$ cat src/rtl/brdec_pkg.sv
`timescale 1ns/1ps
package brdec_pkg;
    localparam int INSN_W  = 32;
    localparam int OPC_W   = 6;
    localparam int REG_AW  = 5;
    localparam int IMM_W   = 16;
    localparam int IMM_SHIFT = 2;

    localparam logic [OPC_W-1:0]  OPC_BR_EQ = 6'h04;
    localparam logic [OPC_W-1:0]  OPC_BR_NE = 6'h05;
    localparam logic [INSN_W-1:0] NOP_WORD  = '0;

    typedef enum logic [1:0] {
        SL_EMPTY,
        SL_LIVE,
        SL_HELD,
        SL_KILL
    } slot_e;

    typedef enum logic [1:0] {
        NPC_SEQ,
        NPC_HOLD,
        NPC_TARGET
    } npc_sel_e;

    typedef struct packed {
        logic [OPC_W-1:0]  opc;
        logic [REG_AW-1:0] src_a;
        logic [REG_AW-1:0] src_b;
        logic [IMM_W-1:0]  imm;
    } insn_fields_t;
endpackage

$ cat src/rtl/brdec_cond.sv
`timescale 1ns/1ps
module brdec_cond
    import brdec_pkg::*;
#(
    parameter int PC_W   = 32,
    parameter int DATA_W = 32
) (
    input  logic [OPC_W-1:0]  opc,
    input  logic [IMM_W-1:0]  imm,
    input  logic [PC_W-1:0]   pc4,
    input  logic [DATA_W-1:0] val_a,
    input  logic [DATA_W-1:0] val_b,
    output logic              is_branch,
    output logic              cond_true,
    output logic [PC_W-1:0]   target
);
    localparam int EXT_W = PC_W - IMM_W;

    logic            operands_eq;
    logic [PC_W-1:0] offset;

    // Zero-difference test done in decode, not in execute.
    assign operands_eq = (val_a == val_b);
    assign is_branch   = (opc == OPC_BR_EQ) || (opc == OPC_BR_NE);

    always_comb begin
        unique case (opc)
            OPC_BR_EQ: cond_true = operands_eq;
            OPC_BR_NE: cond_true = !operands_eq;
            default:   cond_true = 1'b0;
        endcase
    end

    // Dedicated adder: word-scaled, sign-extended displacement.
    assign offset = {{EXT_W{imm[IMM_W-1]}}, imm} << IMM_SHIFT;
    assign target = pc4 + offset;
endmodule

$ cat src/rtl/brdec_hazard.sv
`timescale 1ns/1ps
module brdec_hazard
    import brdec_pkg::*;
#(
    parameter int NSRC = 2
) (
    input  logic              slot_live,
    input  logic              is_branch,
    input  logic [REG_AW-1:0] src_a,
    input  logic [REG_AW-1:0] src_b,
    input  logic              ex_wr_en,
    input  logic [REG_AW-1:0] ex_wr_reg,
    output logic              dep_stall
);
    logic [REG_AW-1:0] srcs [NSRC];
    logic [NSRC-1:0]   hit;

    assign srcs[0] = src_a;
    assign srcs[1] = src_b;

    for (genvar i = 0; i < NSRC; i++) begin : g_src
        assign hit[i] = ex_wr_en && (ex_wr_reg != '0) && (ex_wr_reg == srcs[i]);
    end

    // Decode has no bypass path; only branches read operands here.
    assign dep_stall = slot_live && is_branch && (|hit);
endmodule

$ cat src/rtl/brdec_fetch.sv
`timescale 1ns/1ps
module brdec_fetch
    import brdec_pkg::*;
#(
    parameter int              PC_W     = 32,
    parameter logic [PC_W-1:0] RESET_PC = '0
) (
    input  logic            clk,
    input  logic            rst_n,
    input  npc_sel_e        sel,
    input  logic [PC_W-1:0] target,
    output logic [PC_W-1:0] pc
);
    localparam logic [PC_W-1:0] PC_STEP = PC_W'(INSN_W / 8);

    logic [PC_W-1:0] pc_next;

    // Single next-PC selector: only one source updates the PC per cycle.
    always_comb begin
        unique case (sel)
            NPC_HOLD:   pc_next = pc;
            NPC_TARGET: pc_next = target;
            default:    pc_next = pc + PC_STEP;
        endcase
    end

    always_ff @(posedge clk or negedge rst_n) begin
        if (!rst_n) pc <= RESET_PC;
        else        pc <= pc_next;
    end
endmodule

$ cat src/rtl/brdec_unit.sv
`timescale 1ns/1ps
module brdec_unit
    import brdec_pkg::*;
#(
    parameter int              PC_W     = 32,
    parameter int              DATA_W   = 32,
    parameter logic [PC_W-1:0] RESET_PC = PC_W'(32'h0000_1000)
) (
    input  logic              clk,
    input  logic              rst_n,
    input  logic              delay_mode,
    input  logic [INSN_W-1:0] imem_data,
    input  logic [DATA_W-1:0] rs_val,
    input  logic [DATA_W-1:0] rt_val,
    input  logic              ex_wr_en,
    input  logic [REG_AW-1:0] ex_wr_reg,
    output logic [PC_W-1:0]   fetch_pc,
    output logic [REG_AW-1:0] rs_addr,
    output logic [REG_AW-1:0] rt_addr,
    output logic              issue_valid,
    output logic [INSN_W-1:0] issue_instr,
    output logic [PC_W-1:0]   issue_pc4,
    output logic              redirect,
    output logic              squash,
    output logic              stall
);
    localparam logic [PC_W-1:0] PC_STEP = PC_W'(INSN_W / 8);

    slot_e             slot_q;
    slot_e             slot_d;
    logic [INSN_W-1:0] insn_q;
    logic [PC_W-1:0]   pc4_q;
    insn_fields_t      fld;
    logic              slot_live;
    logic              is_branch;
    logic              cond_true;
    logic              dep_stall;
    logic              take;
    logic [PC_W-1:0]   br_target;
    npc_sel_e          npc_sel;

    assign fld       = insn_fields_t'(insn_q);
    assign slot_live = (slot_q == SL_LIVE) || (slot_q == SL_HELD);

    brdec_cond #(
        .PC_W   (PC_W),
        .DATA_W (DATA_W)
    ) u_cond (
        .opc       (fld.opc),
        .imm       (fld.imm),
        .pc4       (pc4_q),
        .val_a     (rs_val),
        .val_b     (rt_val),
        .is_branch (is_branch),
        .cond_true (cond_true),
        .target    (br_target)
    );

    brdec_hazard #(
        .NSRC (2)
    ) u_hazard (
        .slot_live (slot_live),
        .is_branch (is_branch),
        .src_a     (fld.src_a),
        .src_b     (fld.src_b),
        .ex_wr_en  (ex_wr_en),
        .ex_wr_reg (ex_wr_reg),
        .dep_stall (dep_stall)
    );

    assign take = slot_live && is_branch && cond_true && !dep_stall;

    // Next-state logic of the decode slot.
    always_comb begin
        unique case (slot_q)
            SL_EMPTY: slot_d = SL_LIVE;
            SL_KILL:  slot_d = SL_LIVE;
            SL_LIVE, SL_HELD: begin
                if (dep_stall)                 slot_d = SL_HELD;
                else if (take && !delay_mode)  slot_d = SL_KILL;
                else                           slot_d = SL_LIVE;
            end
            default:  slot_d = SL_EMPTY;
        endcase
    end

    // State register with the slot payload it governs.
    always_ff @(posedge clk or negedge rst_n) begin
        if (!rst_n) begin
            slot_q <= SL_EMPTY;
            insn_q <= NOP_WORD;
            pc4_q  <= '0;
        end else begin
            slot_q <= slot_d;
            unique case (slot_d)
                SL_HELD: begin
                    insn_q <= insn_q;
                    pc4_q  <= pc4_q;
                end
                SL_KILL: begin
                    insn_q <= NOP_WORD;
                    pc4_q  <= fetch_pc + PC_STEP;
                end
                default: begin
                    insn_q <= imem_data;
                    pc4_q  <= fetch_pc + PC_STEP;
                end
            endcase
        end
    end

    // Outputs of the machine.
    always_comb begin
        issue_valid = slot_live && !dep_stall;
        redirect    = take;
        squash      = take && !delay_mode;
        stall       = dep_stall;
        if (dep_stall)  npc_sel = NPC_HOLD;
        else if (take)  npc_sel = NPC_TARGET;
        else            npc_sel = NPC_SEQ;
    end

    assign issue_instr = insn_q;
    assign issue_pc4   = pc4_q;
    assign rs_addr     = fld.src_a;
    assign rt_addr     = fld.src_b;

    brdec_fetch #(
        .PC_W     (PC_W),
        .RESET_PC (RESET_PC)
    ) u_fetch (
        .clk    (clk),
        .rst_n  (rst_n),
        .sel    (npc_sel),
        .target (br_target),
        .pc     (fetch_pc)
    );


    seq_step_chk: assert property (@(posedge clk) disable iff (!rst_n)
        (!redirect && !stall) |=> (fetch_pc == $past(fetch_pc) + PC_STEP));


    target_load_chk: assert property (@(posedge clk) disable iff (!rst_n)
        redirect |=> (fetch_pc == $past(issue_pc4) + ($past({{(PC_W-IMM_W){fld.imm[IMM_W-1]}}, fld.imm}) << IMM_SHIFT)));


    squash_bubble_chk: assert property (@(posedge clk) disable iff (!rst_n)
        (redirect && !delay_mode) |=> (!issue_valid && issue_instr == NOP_WORD));


    delay_slot_chk: assert property (@(posedge clk) disable iff (!rst_n)
        (redirect && delay_mode) |=> (issue_valid && issue_instr == $past(imem_data)));


    stall_hold_chk: assert property (@(posedge clk) disable iff (!rst_n)
        stall |=> ($stable(fetch_pc) && $stable(issue_instr)));


    stall_quiet_chk: assert property (@(posedge clk) disable iff (!rst_n)
        stall |-> (!redirect && !issue_valid));
endmodule

$ cat config.mk
export PLATFORM = sky130hd
export DESIGN_NAME = brdec_unit
export DESIGN_NICKNAME = d
export VERILOG_FILES = /design/src/rtl/brdec_pkg.sv /design/src/rtl/brdec_cond.sv /design/src/rtl/brdec_hazard.sv /design/src/rtl/brdec_fetch.sv /design/src/rtl/brdec_unit.sv
export SDC_FILE = /design/constraint.sdc
export NUM_CORES = 1
export LEC_CHECK = 0
export ABC_AREA = 1
export BUFFER_PORTS_ARGS = -buffer_cell sky130_fd_sc_hd__buf_2
export CORE_ASPECT_RATIO = 1.25
export CORE_UTILIZATION = 35
export CTS_CLUSTER_DIAMETER = 40
export DETAILED_ROUTE_END_ITERATION = 10
export PLACE_DENSITY = 0.65
export SLEW_MARGIN = 30
export SYNTH_ARGS = -nofsm -noshare
export SYNTH_HDL_FRONTEND = slang
export SYNTH_HIERARCHICAL = 1
export SYNTH_SLANG_ARGS = --single-unit
$ cat constraint.sdc
create_clock -name clk -period 2.5 [get_ports clk]
set_input_delay 0.125 -clock clk [delete_from_list [all_inputs] [get_ports clk]]
set_output_delay 0.125 -clock clk [all_outputs]
set_load 0.02 [all_outputs]
### After elaboration in Yosys (flattened, before gate mapping)

Cells that the tools add are included.

* add/subtract/negate cells: 2
* muxes and demuxes: 8
* equal/unequal tests: 12
* reductions and logical operators: 19

Operators by type and width (number)
* 32-bit one-hot mux with 2 select lines: 2
* 32-bit by 3-bit adder with 32-bit output (second input constant): 1
* 32-bit adder: 1
* 32-bit == test: 1
* 6-bit by 3-bit == test with 1-bit output (second input constant): 2
* 2-bit == test (second input constant): 5
* 5-bit == test: 2
* 1-bit logical AND: 9
* 2-bit two-way mux: 4
* 2-bit OR reduction: 3
* 5-bit nonzero test: 1
* 2-bit by 1-bit == test with 1-bit output (second input constant): 2
* 2-bit one-hot mux with 2 select lines: 1
* 1-bit logical NOT: 3
* 2-bit logical NOT: 1
* 1-bit logical OR: 2
* 1-bit one-hot mux with 2 select lines: 1

* output and inout bits: 110
* register bits: 98
* word-level logic and storage cells: 45
* input bits: 105

### Depth between registers and ports, before layout

* depth after elaboration: 13
* mapped depth: 17

### By module

Netlist, hierarchy kept.

Modules (own cells, without submodules)
* brdec_unit: area each 3544.6 sq um, cells an instance 480, instances 1
* brdec_cond: area each 2746.4 sq um, cells an instance 520, instances 1
* brdec_fetch: area each 2421.1 sq um, cells an instance 381, instances 1
* brdec_hazard: area each 202.7 sq um, cells an instance 46, instances 1

### Worst setup path after synthesis

No wires, ideal clock.

* path type: reg-to-reg
* from: register insn_q[31] (netlist: issue_instr[31])
* to: register u_fetch.pc[17]
* stages on the path, launching flop included: 13
* arrival: 2.599 ns
* data required time: 2.376 ns
* period minus slack after synthesis: 2.723 ns
* path slack: -0.223 ns
* library setup time: 0.124 ns
* cells stage by stage: dfrtp_1 > or2_2 > nor3_1 > nand4_1 > a21oi_2 > nor2_4 > and3_1 > nand2_1 > clkbuf_8 > inv_1 > or2_2 > a21oi_1 > a21oi_1

* longest elaborated chain between the ends: 10

RTL lines
* from (decl): line brdec_unit.sv:31 `logic [INSN_W-1:0] insn_q;`
* from (signal assigned): line brdec_unit.sv:97 `insn_q <= insn_q;`
* from (signal assigned): line brdec_unit.sv:105 `insn_q <= imem_data;`
* 6-bit by 3-bit == test with 1-bit output: line brdec_cond.sv:24 `assign is_branch = (opc == OPC_BR_EQ) || (opc == OPC_BR_NE);`
* 1-bit logical OR (*): line brdec_cond.sv:24
* via is_branch: line brdec_unit.sv:35 `logic is_branch;`
* 1-bit logical AND (*) (2 in a row): line brdec_hazard.sv:26 `assign dep_stall = slot_live && is_branch && (|hit);`
* via stall: line brdec_unit.sv:25 `output logic stall`
* 1-bit logical NOT: line brdec_unit.sv:71 `assign take = slot_live && is_branch && cond_true && !dep_stall;`
* 1-bit logical AND: line brdec_unit.sv:71
* 2-bit two-way mux: line brdec_unit.sv:119 `else if (take) npc_sel = NPC_TARGET;`
* 2-bit two-way mux (*): line brdec_unit.sv:118 `if (dep_stall) npc_sel = NPC_HOLD;`
* via npc_sel[1]: line brdec_unit.sv:40 `npc_sel_e npc_sel;`
* 2-bit == test / 2-bit by 1-bit == test with 1-bit output (equally long branches): line brdec_fetch.sv:20 `unique case (sel)`
* 32-bit one-hot mux with 2 select lines: line brdec_fetch.sv:20
* to (signal assigned): line brdec_fetch.sv:29 `else pc <= pc_next;`
* to (decl): line brdec_fetch.sv:12 `output logic [PC_W-1:0] pc`

Mark *: on every way through the listed nets, which the timed path passes. The rest lies on a longest branch.
A chain may end at the register's enable or synchronous reset.

### Worst setup path after layout

* from: register insn_q[31] (netlist: issue_instr[31])
* to: register u_fetch.pc[15]

* longest elaborated chain between the ends: 10

RTL lines (line)
* 6-bit by 3-bit == test with 1-bit output: brdec_cond.sv:24
* 1-bit logical OR (*): brdec_cond.sv:24
* via is_branch: brdec_unit.sv:35
* 1-bit logical AND (*): brdec_hazard.sv:26, brdec_unit.sv:71
* 1-bit logical AND: brdec_hazard.sv:26
* 1-bit logical NOT: brdec_unit.sv:71
* 1-bit logical AND: brdec_unit.sv:71
* 2-bit two-way mux: brdec_unit.sv:119
* 2-bit two-way mux (*): brdec_unit.sv:118
* via npc_sel[1]: brdec_unit.sv:40
* 2-bit == test / 2-bit by 1-bit == test with 1-bit output (equally long branches): brdec_fetch.sv:20
* 32-bit one-hot mux with 2 select lines: brdec_fetch.sv:20

Marks and branches as above.

==> reports/metrics.cfg <==
[outcome]
outcome = finished clean

[clock_tree]
htreeDepth = 3
clockBufferDepth = 2
clock_sinks = 98
cts_made_buffers = 9
clock_latency_ns = 0.38
cts_tree = built
root_buffer = clkbuf_16
path_clk_slew_ns = 0.08

[drt]
first_iter_violations = 557
first_pass_iters = 6
drtAntennaViolNets = 0
drcViolationCount = 0
avgViaCountPerCell = 4.81
wirelength_um = 30300
vias = 9588
wl_per_cell_um = 15.2

[grt]
grt_use_total_pct = 23.6
grt_pass1_wl_um = 46700
grt_max_degree = 71
grt_overflow = 0
antenna_found_initial = 0
grt_pass1_vias = 9031

[sta]
final.setup_skew_ns = 0.0177
max_clock_freq_mhz = 424
period_share_pct = 94.4
min_period_ns = 2.36
hold_viol = 0
rsz0062_at_grt = true
setup_viol = 0
fin_setup_tns_ns = 0
worst_pin_slew_ns = 0.491
max_slew_margin_pct = 67.2
slew_viol_final = 0
hold_slack_ns = 0.0134

[synth]
synth_area_leaders = dfrtp_1 27%, nand2_1 26%, inv_1 6.7%
synth-edff-count = 0
synth_seq_cells = 98
syn_area_per_cell_um2 = 6.25
synth_cell_types = 47
synth.largest_area_cell = dfrtp_1
ys_warn_count = 6
synth-async-reset-ratio_pct = 100
synth_nets = 1564
yosys.area.top_type_share_pct = 27.2
seq_area_frac_synth_pct = 27.5
synthTopCellsByCount = 612 x nand2_1, 158 x inv_1, 133 x nor2_1
synth_area_um2 = 8910
synth_cells = 1427
synth.most_common_cell = nand2_1
yosys_most_used_dff = dfrtp_1

[flow_run]
drv_cap = 0

[power]
pwr_density_cell_nw_per_um2 = 593
p_leak_nw = 6.16
seqPwrFrac_pct = 33.4
intPower_w = 0.00363
netSwitchingFraction_pct = 44.5
p_sw_w = 0.00291
power_w = 0.00654
clkPwrFrac_pct = 24.4
irDropWorstVdd_mv = 0.342
comb_power_share_pct = 42.3

[placed_design]
placed_area_um2 = 10400
dp_hpwl_um = 23800
gp_congestion = 0.949
io_buffers = 214

[cells_and_area]
drive_gt1_share_pct = 21.7
nets = 1797
final_area_um2 = 11000
area_delta_synth_final_pct = 23.6
antenna_cells = 0

[worst_setup_path]
timing.rr.end = u_fetch/pc[15]
critPathRequiredTime_ns = 2.81
critPathKind = reg2reg
crit_fanout = 5
reg2reg_depth = 13
reg2reg_from = issue_instr[31]
endpoint_kind = register
worst-r2r-setup-slack_ns = 0.14
worst_setup_path_start_kind = register
crit_arrival_ns = 2.67
critPathCapture = u_fetch/pc[15]
cp-startpoint = issue_instr[31]

[worst_hold_path]
hold_depth = 3
hp-class = in2reg

[floorplan]
rows = 64
start_util_pct = 36.0
die_h_um = 180
die_area_um2 = 26100
die_w_um = 145
core_um2 = 24700
ios = 215

## state kept, by name, summed over array words and instances, names as in the netlist
| signal | flops |
|---|---|
| slot_q | 2 |
| u_fetch/pc | 32 |
| issue_pc4 | 32 |
| issue_instr | 32 |
## per-stage QoR
stage / setup slack, ns / utilization, % / instances
finish: 0.140 / 44.5 / 1995
global route: -0.0434 / 44.5 / 1995
CTS: 0.0116 / 44.4 / 1993
detailed placement: 0.0250 / 42.0 / 1951
global placement: 0.0551 / 42.0 / 1951
floorplan: 0.00399 / - / 1427
## power groups by stage
stage          clock (W)  sequential [W]  combinational (W)
2_1_floorplan          0         0.00233            0.00163
3_3_place_gp           0         0.00220            0.00268
3_5_place_dp           0         0.00221            0.00271
4_1_cts          0.00164         0.00218            0.00276
5_1_grt          0.00169         0.00222            0.00307
6_report         0.00159         0.00218            0.00276
## routing by layer
metal | routed length [µm] | global-route usage, % | up-vias
met5 | 0 | 0 | -
met3 | 1480 | 2.42 | 50
met1 | 12600 | 27.7 | 4375
met4 | 1060 | 10.7 | 0
li1 | - | - | 4849
met2 | 15100 | 42.5 | 314
## area by class of cell
cell class | count | area [µm²]
Multi-Input combinational cell | 1123 | 5620
Sequential cell | 98 | 2450
Inverter | 167 | 627
Timing Repair Buffer | 261 | 1570
Clock buffer | 9 | 225
Clock inverter | 7 | 105
Fill cell | 2626 | 13700
Tap cell | 330 | 413
## cell families after synthesis
group,synth area share (%)
buf+inv,9.85
flops,27.5
xor+xnor,6.48
fa+ha+maj,4.58
compound gates,4.80
simple gates,46.8
## cells in the final DEF (no fill, tap or decap), types with 2 or more instances in the layout
cell / count
nor2_4: 22
dlygate4sd3_1: 26
buf_12: 6
nand3_1: 103
nand4_1: 7
a21oi_2: 3
nor2_1: 133
o21ai_0: 18
a31oi_1: 3
buf_4: 14
and3_1: 2
dfrtp_1: 96
o21ai_1: 5
clkbuf_16: 9
inv_6: 3
o21bai_1: 6
ha_1: 30
buf_6: 2
inv_1: 158
bufinv_16: 2
nand2_4: 6
and2_1: 2
nand3b_1: 2
o211ai_1: 3
nor3_2: 3
nand2_2: 37
nand3_2: 6
buf_2: 213
or2_2: 3
a21oi_4: 2
inv_2: 9
a21oi_1: 25
xor2_1: 25
nor2_2: 11
xnor2_1: 41
nand2_1: 610
## how the worst min path moves through the flow
stage | start | to | slack (ns)
after global routing | imem_data[31] | issue_instr[31] | 0.02
after CTS | imem_data[10] | issue_instr[10] | 0.002
after floorplan | rst_n | issue_instr[0] | -0.17
final | imem_data[10] | issue_instr[10] | 0.01
after detailed placement | rst_n | issue_pc4[31] | 0.13
after global placement | rst_n | issue_instr[13] | 0.13
## worst max-delay path, cell delays in order, from the launching register on
cell and delay, ns:
dfrtp_2 0.40, or2_2 0.34, nor3_4 0.13, nand4_1 0.15, a21oi_4 0.22, nor2_4 0.07
and3_1 0.19, inv_1 0.08, nand2_2 0.12, nand2_2 0.17, inv_1 0.13, nand3_1 0.11
o21ai_1 0.07, a21oi_1 0.12
## timing repair
item                                    4_1_cts  5_1_grt
hold buffers                                 26        0
buffers inserted                              0        2
gates resized for setup                       0        7
endpoints found under the setup margin        0       28
endpoints found under the hold margin        60        0
Power figures use the tool's default switching activity.
